--- src/rtl/irq_stat_pkg.sv ---
package irq_stat_pkg;
  localparam int REG_W = 8;
  localparam int BIT_AUD_OVF = 0;
  localparam int BIT_VID_OVF = 1;
  localparam int BIT_AUD_UDF = 4;
  localparam int BIT_VID_UDF = 5;
  localparam logic [REG_W-1:0] EVT_BITS = (REG_W'(1) << BIT_AUD_OVF) |
                                          (REG_W'(1) << BIT_VID_OVF) |
                                          (REG_W'(1) << BIT_AUD_UDF) |
                                          (REG_W'(1) << BIT_VID_UDF);
endpackage

--- src/rtl/irq_sticky_bit.sv ---
module irq_sticky_bit (
  input  logic clk,
  input  logic rst_n,
  input  logic set_i,
  input  logic clr_i,
  output logic q_o
);
  // set wins over clear so a colliding event is never dropped
  always_ff @(posedge clk) begin
    if (!rst_n)     q_o <= 1'b0;
    else if (set_i) q_o <= 1'b1;
    else if (clr_i) q_o <= 1'b0;
  end
endmodule

--- src/rtl/irq_mask_reg.sv ---
module irq_mask_reg #(
  parameter int                W    = 8,
  parameter logic [W-1:0]      KEEP = '1
) (
  input  logic         clk,
  input  logic         rst_n,
  input  logic         load_i,
  input  logic [W-1:0] data_i,
  output logic [W-1:0] mask_o
);
  for (genvar i = 0; i < W; i++) begin : g_bit
    if (KEEP[i]) begin : g_ff
      always_ff @(posedge clk) begin
        if (!rst_n)      mask_o[i] <= 1'b0;
        else if (load_i) mask_o[i] <= data_i[i];
      end
    end else begin : g_tie
      assign mask_o[i] = 1'b0;
    end
  end

  logic unused_rsvd;
  assign unused_rsvd = ^(data_i & ~KEEP);
endmodule

--- src/rtl/irq_combine.sv ---
module irq_combine #(
  parameter int W = 8
) (
  input  logic [W-1:0] status_i,
  input  logic [W-1:0] mask_i,
  output logic         irq_n_o
);
  logic [W-1:0] live;
  assign live    = status_i & ~mask_i;
  assign irq_n_o = ~(|live);
endmodule

--- src/rtl/irq_status_reg.sv ---
module irq_status_reg
  import irq_stat_pkg::*;
(
  input  logic             clk,
  input  logic             rst_n,
  input  logic             host_rd,
  input  logic             host_wr,
  input  logic [REG_W-1:0] host_wdata,
  output logic [REG_W-1:0] host_rdata,
  input  logic             evt_aud_ovf,
  input  logic             evt_vid_ovf,
  input  logic             evt_aud_udf,
  input  logic             evt_vid_udf,
  output logic             irq_n
);
  logic [REG_W-1:0] evt_vec;
  logic [REG_W-1:0] status;
  logic [REG_W-1:0] mask;

  always_comb begin
    evt_vec              = '0;
    evt_vec[BIT_AUD_OVF] = evt_aud_ovf;
    evt_vec[BIT_VID_OVF] = evt_vid_ovf;
    evt_vec[BIT_AUD_UDF] = evt_aud_udf;
    evt_vec[BIT_VID_UDF] = evt_vid_udf;
  end

  for (genvar i = 0; i < REG_W; i++) begin : g_stat
    if (EVT_BITS[i]) begin : g_live
      irq_sticky_bit u_bit (
        .clk   (clk),
        .rst_n (rst_n),
        .set_i (evt_vec[i]),
        .clr_i (host_rd),
        .q_o   (status[i])
      );
    end else begin : g_rsvd
      assign status[i] = 1'b0;
    end
  end

  logic unused_evt;
  assign unused_evt = ^(evt_vec & ~EVT_BITS);

  irq_mask_reg #(.W(REG_W), .KEEP(EVT_BITS)) u_mask (
    .clk    (clk),
    .rst_n  (rst_n),
    .load_i (host_wr),
    .data_i (host_wdata),
    .mask_o (mask)
  );

  irq_combine #(.W(REG_W)) u_comb (
    .status_i (status),
    .mask_i   (mask),
    .irq_n_o  (irq_n)
  );

  assign host_rdata = status;
endmodule

--- config.mk ---
export PLATFORM = sky130hd
export DESIGN_NAME = irq_status_reg
export DESIGN_NICKNAME = d
export VERILOG_FILES = /design/src/rtl/irq_stat_pkg.sv /design/src/rtl/irq_sticky_bit.sv /design/src/rtl/irq_mask_reg.sv /design/src/rtl/irq_combine.sv /design/src/rtl/irq_status_reg.sv
export SDC_FILE = /design/constraint.sdc
export NUM_CORES = 1
export LEC_CHECK = 0
export ABC_AREA = 1
export BUFFER_PORTS_ARGS = -buffer_cell sky130_fd_sc_hd__clkbuf_2
export CAP_MARGIN = 20
export CORE_AREA = 5 5 42 44
export DETAILED_ROUTE_END_ITERATION = 16
export DIE_AREA = 0 0 47 49
export GPL_TIMING_DRIVEN = 0
export PLACE_DENSITY = 0.63
export SLEW_MARGIN = 20
export SYNTH_ARGS = -nofsm -noshare
export SYNTH_HDL_FRONTEND = slang
export SYNTH_SLANG_ARGS = --single-unit
--- constraint.sdc ---
create_clock -name clk -period 2.1 [get_ports clk]
set_clock_uncertainty 0.2 [all_clocks]
set_input_delay 0.315 -clock clk [delete_from_list [all_inputs] [get_ports clk]]
set_output_delay 0.315 -clock clk [all_outputs]
set_load 0.005 [all_outputs]
==> impl_metrics.csv <==
group,metric,value,unit
clock_tree,htreeDepth,1,
timing,finalMaxSlewViolations,0,
pwr,power.total,341.7,uW
die,core,1401,sq um
hold_path,min_path_type,"input pin to register",
grt,antenna_found_initial,0,
clock_tree,ctsResizeCount,0,
die,die_y,49,microns
hold_path,holdPathStages,3,
timing,post-route-min-period,1.453,ns
setup_path,r2r_start,"u_mask.mask_o[5]",
place,place.gp.congestion,0.6626,
clock_tree,cts_tree,"yes",
routing,drt-total-wl,732,microns
setup_path,startpoint_type,"register",
logic_synthesis,synth_top_family_by_area,"buffers and inverters",
timing,period_share,0.6919,
grt,track_usage,0.07339,
die,ios,25,
die,dieWidth,47,microns
die,die-area,2303,sq um
cells_and_area,drive_above_1_share,0.3506,
cells_and_area,layout.nets,95,
cells_and_area,area.growth.synth_to_final,35.55,%
setup_path,reg2reg_slack,1.28,ns
hold_path,whs_endpoint,"g_stat[1].g_live.u_bit.q_o",
logic_synthesis,synth_area_leaders,"dfxtp_1, buf_4, inv_1, nand2_1, nor2_1",
timing,holdWs,0.07423,ns
routing,drc,0,
timing,finalSetupTns,0,ns
timing,rsz0062_at_grt,"no",
logic_synthesis,yosys-mux-area-fraction,0,
hold_path,hold_start,"evt_vid_ovf",
setup_path,crit_path_max_fanout,2,
setup_path,crit_arrival,0.94,ns
routing,num_vias,367,
setup_path,required,1.58,ns
routing,post_drt_wl_per_cell,7.871,microns
pwr,power_density,669.3,nW/um^2
logic_synthesis,ys_types,8,
logic_synthesis,synth-xor-area-share,0,
logic_synthesis,avgSynthCellArea,6.847,sq um
logic_synthesis,yosys.area_share.simple,0.1894,
cells_and_area,antenna_cells,0,
routing,first_pass_iters,4,
clock_tree,cts.sink_count,8,
routing,ant_nets,0,
logic_synthesis,ys_seq_elements,8,
logic_synthesis,synth_top_area_frac,0.4252,
timing,fmax,688.3,MHz
timing,finalHoldViolCount,0,
logic_synthesis,ys_seq_area_frac,0.4252,
logic_synthesis,syn-instance-count,55,
pwr,ir_drop,0.2452,mV
routing,via_per_inst,3.946,
setup_path,r2r-end,"u_mask.mask_o[5]",
routing,drt_iter0_drc,12,
pwr,leakagePower,0.3035,nW
logic_synthesis,synth-adder-area-share,0,
timing,setup_viol,0,
clock_tree,cts_buffers,3,
place,port_buffers,16,
die,rows,14,
logic_synthesis,synth_top_area_cell,"dfxtp_1",
grt,grt_max_degree,6,
setup_path,cp-end-kind,"output pin",
clock_tree,root_buffer,"clkbuf_4",
clock_tree,clock_latency,0.26,ns
setup_path,cp_cell_sequence,"inv_1 -> nand2_1 -> nand2_1 -> nor2_1 -> clkbuf_2",
setup_path,crit_slowest_cell,"dfxtp_1",
status,outcome,"complete, no violations",
die,start_util,0.2687,
grt,grt_pass1_vias,298,
grt,gr-total-overflow,0,
setup_path,crit_type,"register to output pin",
flow_run,maxCapViolCount,0,
logic_synthesis,synth_compound_area_frac,0.1063,
logic_synthesis,netlist_area,376.6,sq um
clock_tree,post_cts_buffers,0,
grt,grt_pass1_wl,1.214,mm
clock_tree,clk_pin_slew_worst_paths,0.05,ns
setup_path,r2r.worst_path.cells,2,
logic_synthesis,ys_warn_count,0,
place,dp_hpwl,581.6,microns
clock_tree,cts_hold_buf,0,
setup_path,max_stage_delay,0.32,ns
setup_path,crit_top_cell,"nand2_1",
clock_tree,clk_path_buf_depth,2,
how the worst max path moves through the flow:
stage,to,slack (ns),startpoint,depth (start not counted)
global placement,irq_n,0.92,u_mask.mask_o[1],5
floorplan,irq_n,1.05,u_mask.mask_o[1],4
global route,irq_n,0.51,u_mask.mask_o[1],5
finish,irq_n,0.65,u_mask.mask_o[1],5
CTS,irq_n,0.64,u_mask.mask_o[1],5
detailed placement,irq_n,0.91,u_mask.mask_o[1],5
kinds of logic after synthesis:
kind of cell | count (synthesis)
and+or+nand+nor | 19
buffers and inverters | 19
AOI/OAI and AO/OA | 8
DFF | 8
other | 1
critical path: cells and delay by family (launching register included):
kind,cells,cell delay [ns]
DFF,1,0.32
and+or+nand+nor,3,0.20
buffers and inverters,2,0.16
registers in the layout (all words and copies together) (netlist names):
name and flops:
g_stat.g_live.u_bit.q_o 4, u_mask.mask_o 4
metrics by stage:
step                  util  instance area (sq um)  cells  worst slack, ns
floorplan                -                  387.9     58            1.054
global placement    0.3482                  488.0     90           0.9180
CTS                 0.3643                  510.5     93           0.6372
global route        0.3643                  510.5     93           0.5050
finish              0.3643                  510.5     93           0.6471
detailed placement  0.3482                  488.0     90           0.9129
layout make-up:
type	instances	area, sq um
Sequential cell	8	160.2
Timing Repair Buffer	16	80.08
Clock buffer	3	22.52
Tap cell	16	20.02
Inverter	11	41.29
Fill cell	168	890.9
Multi-Input combinational cell	31	126.4
Buffer	8	60.06
where the power goes:
group,internal [mW],switching (mW)
clock,0.0654,0.0523
sequential,0.162,0.00611
combinational,0.0311,0.0243
routing by layer:
metal  vias to the layer above  routed length, microns  track usage
met2                        25                     267      0.08371
met4                         0                       7      0.02765
li1                        195                       -            -
met1                       145                     324      0.09956
met5                         -                       0            0
met3                         2                     132      0.05904
Yosys cell counts:
| library cell | number |
|---|---|
| nand2_1 | 10 |
| dfxtp_1 | 8 |
| o21ai_0 | 4 |
| a21oi_1 | 4 |
| nor2_1 | 9 |
| buf_4 | 8 |
| inv_1 | 11 |
| conb_1 | 1 |
cell usage in the layout, fill, tap and decap left out, drive strengths merged:
master / synthesis / final
clkbuf: 0 / 19
dfxtp: 8 / 8
nor2: 9 / 9
o21ai: 4 / 4
nand2: 10 / 10
buf: 8 / 8
conb: 1 / 4
inv: 11 / 11
a21oi: 4 / 4
No activity file was read; power rests on OpenSTA's default activity.
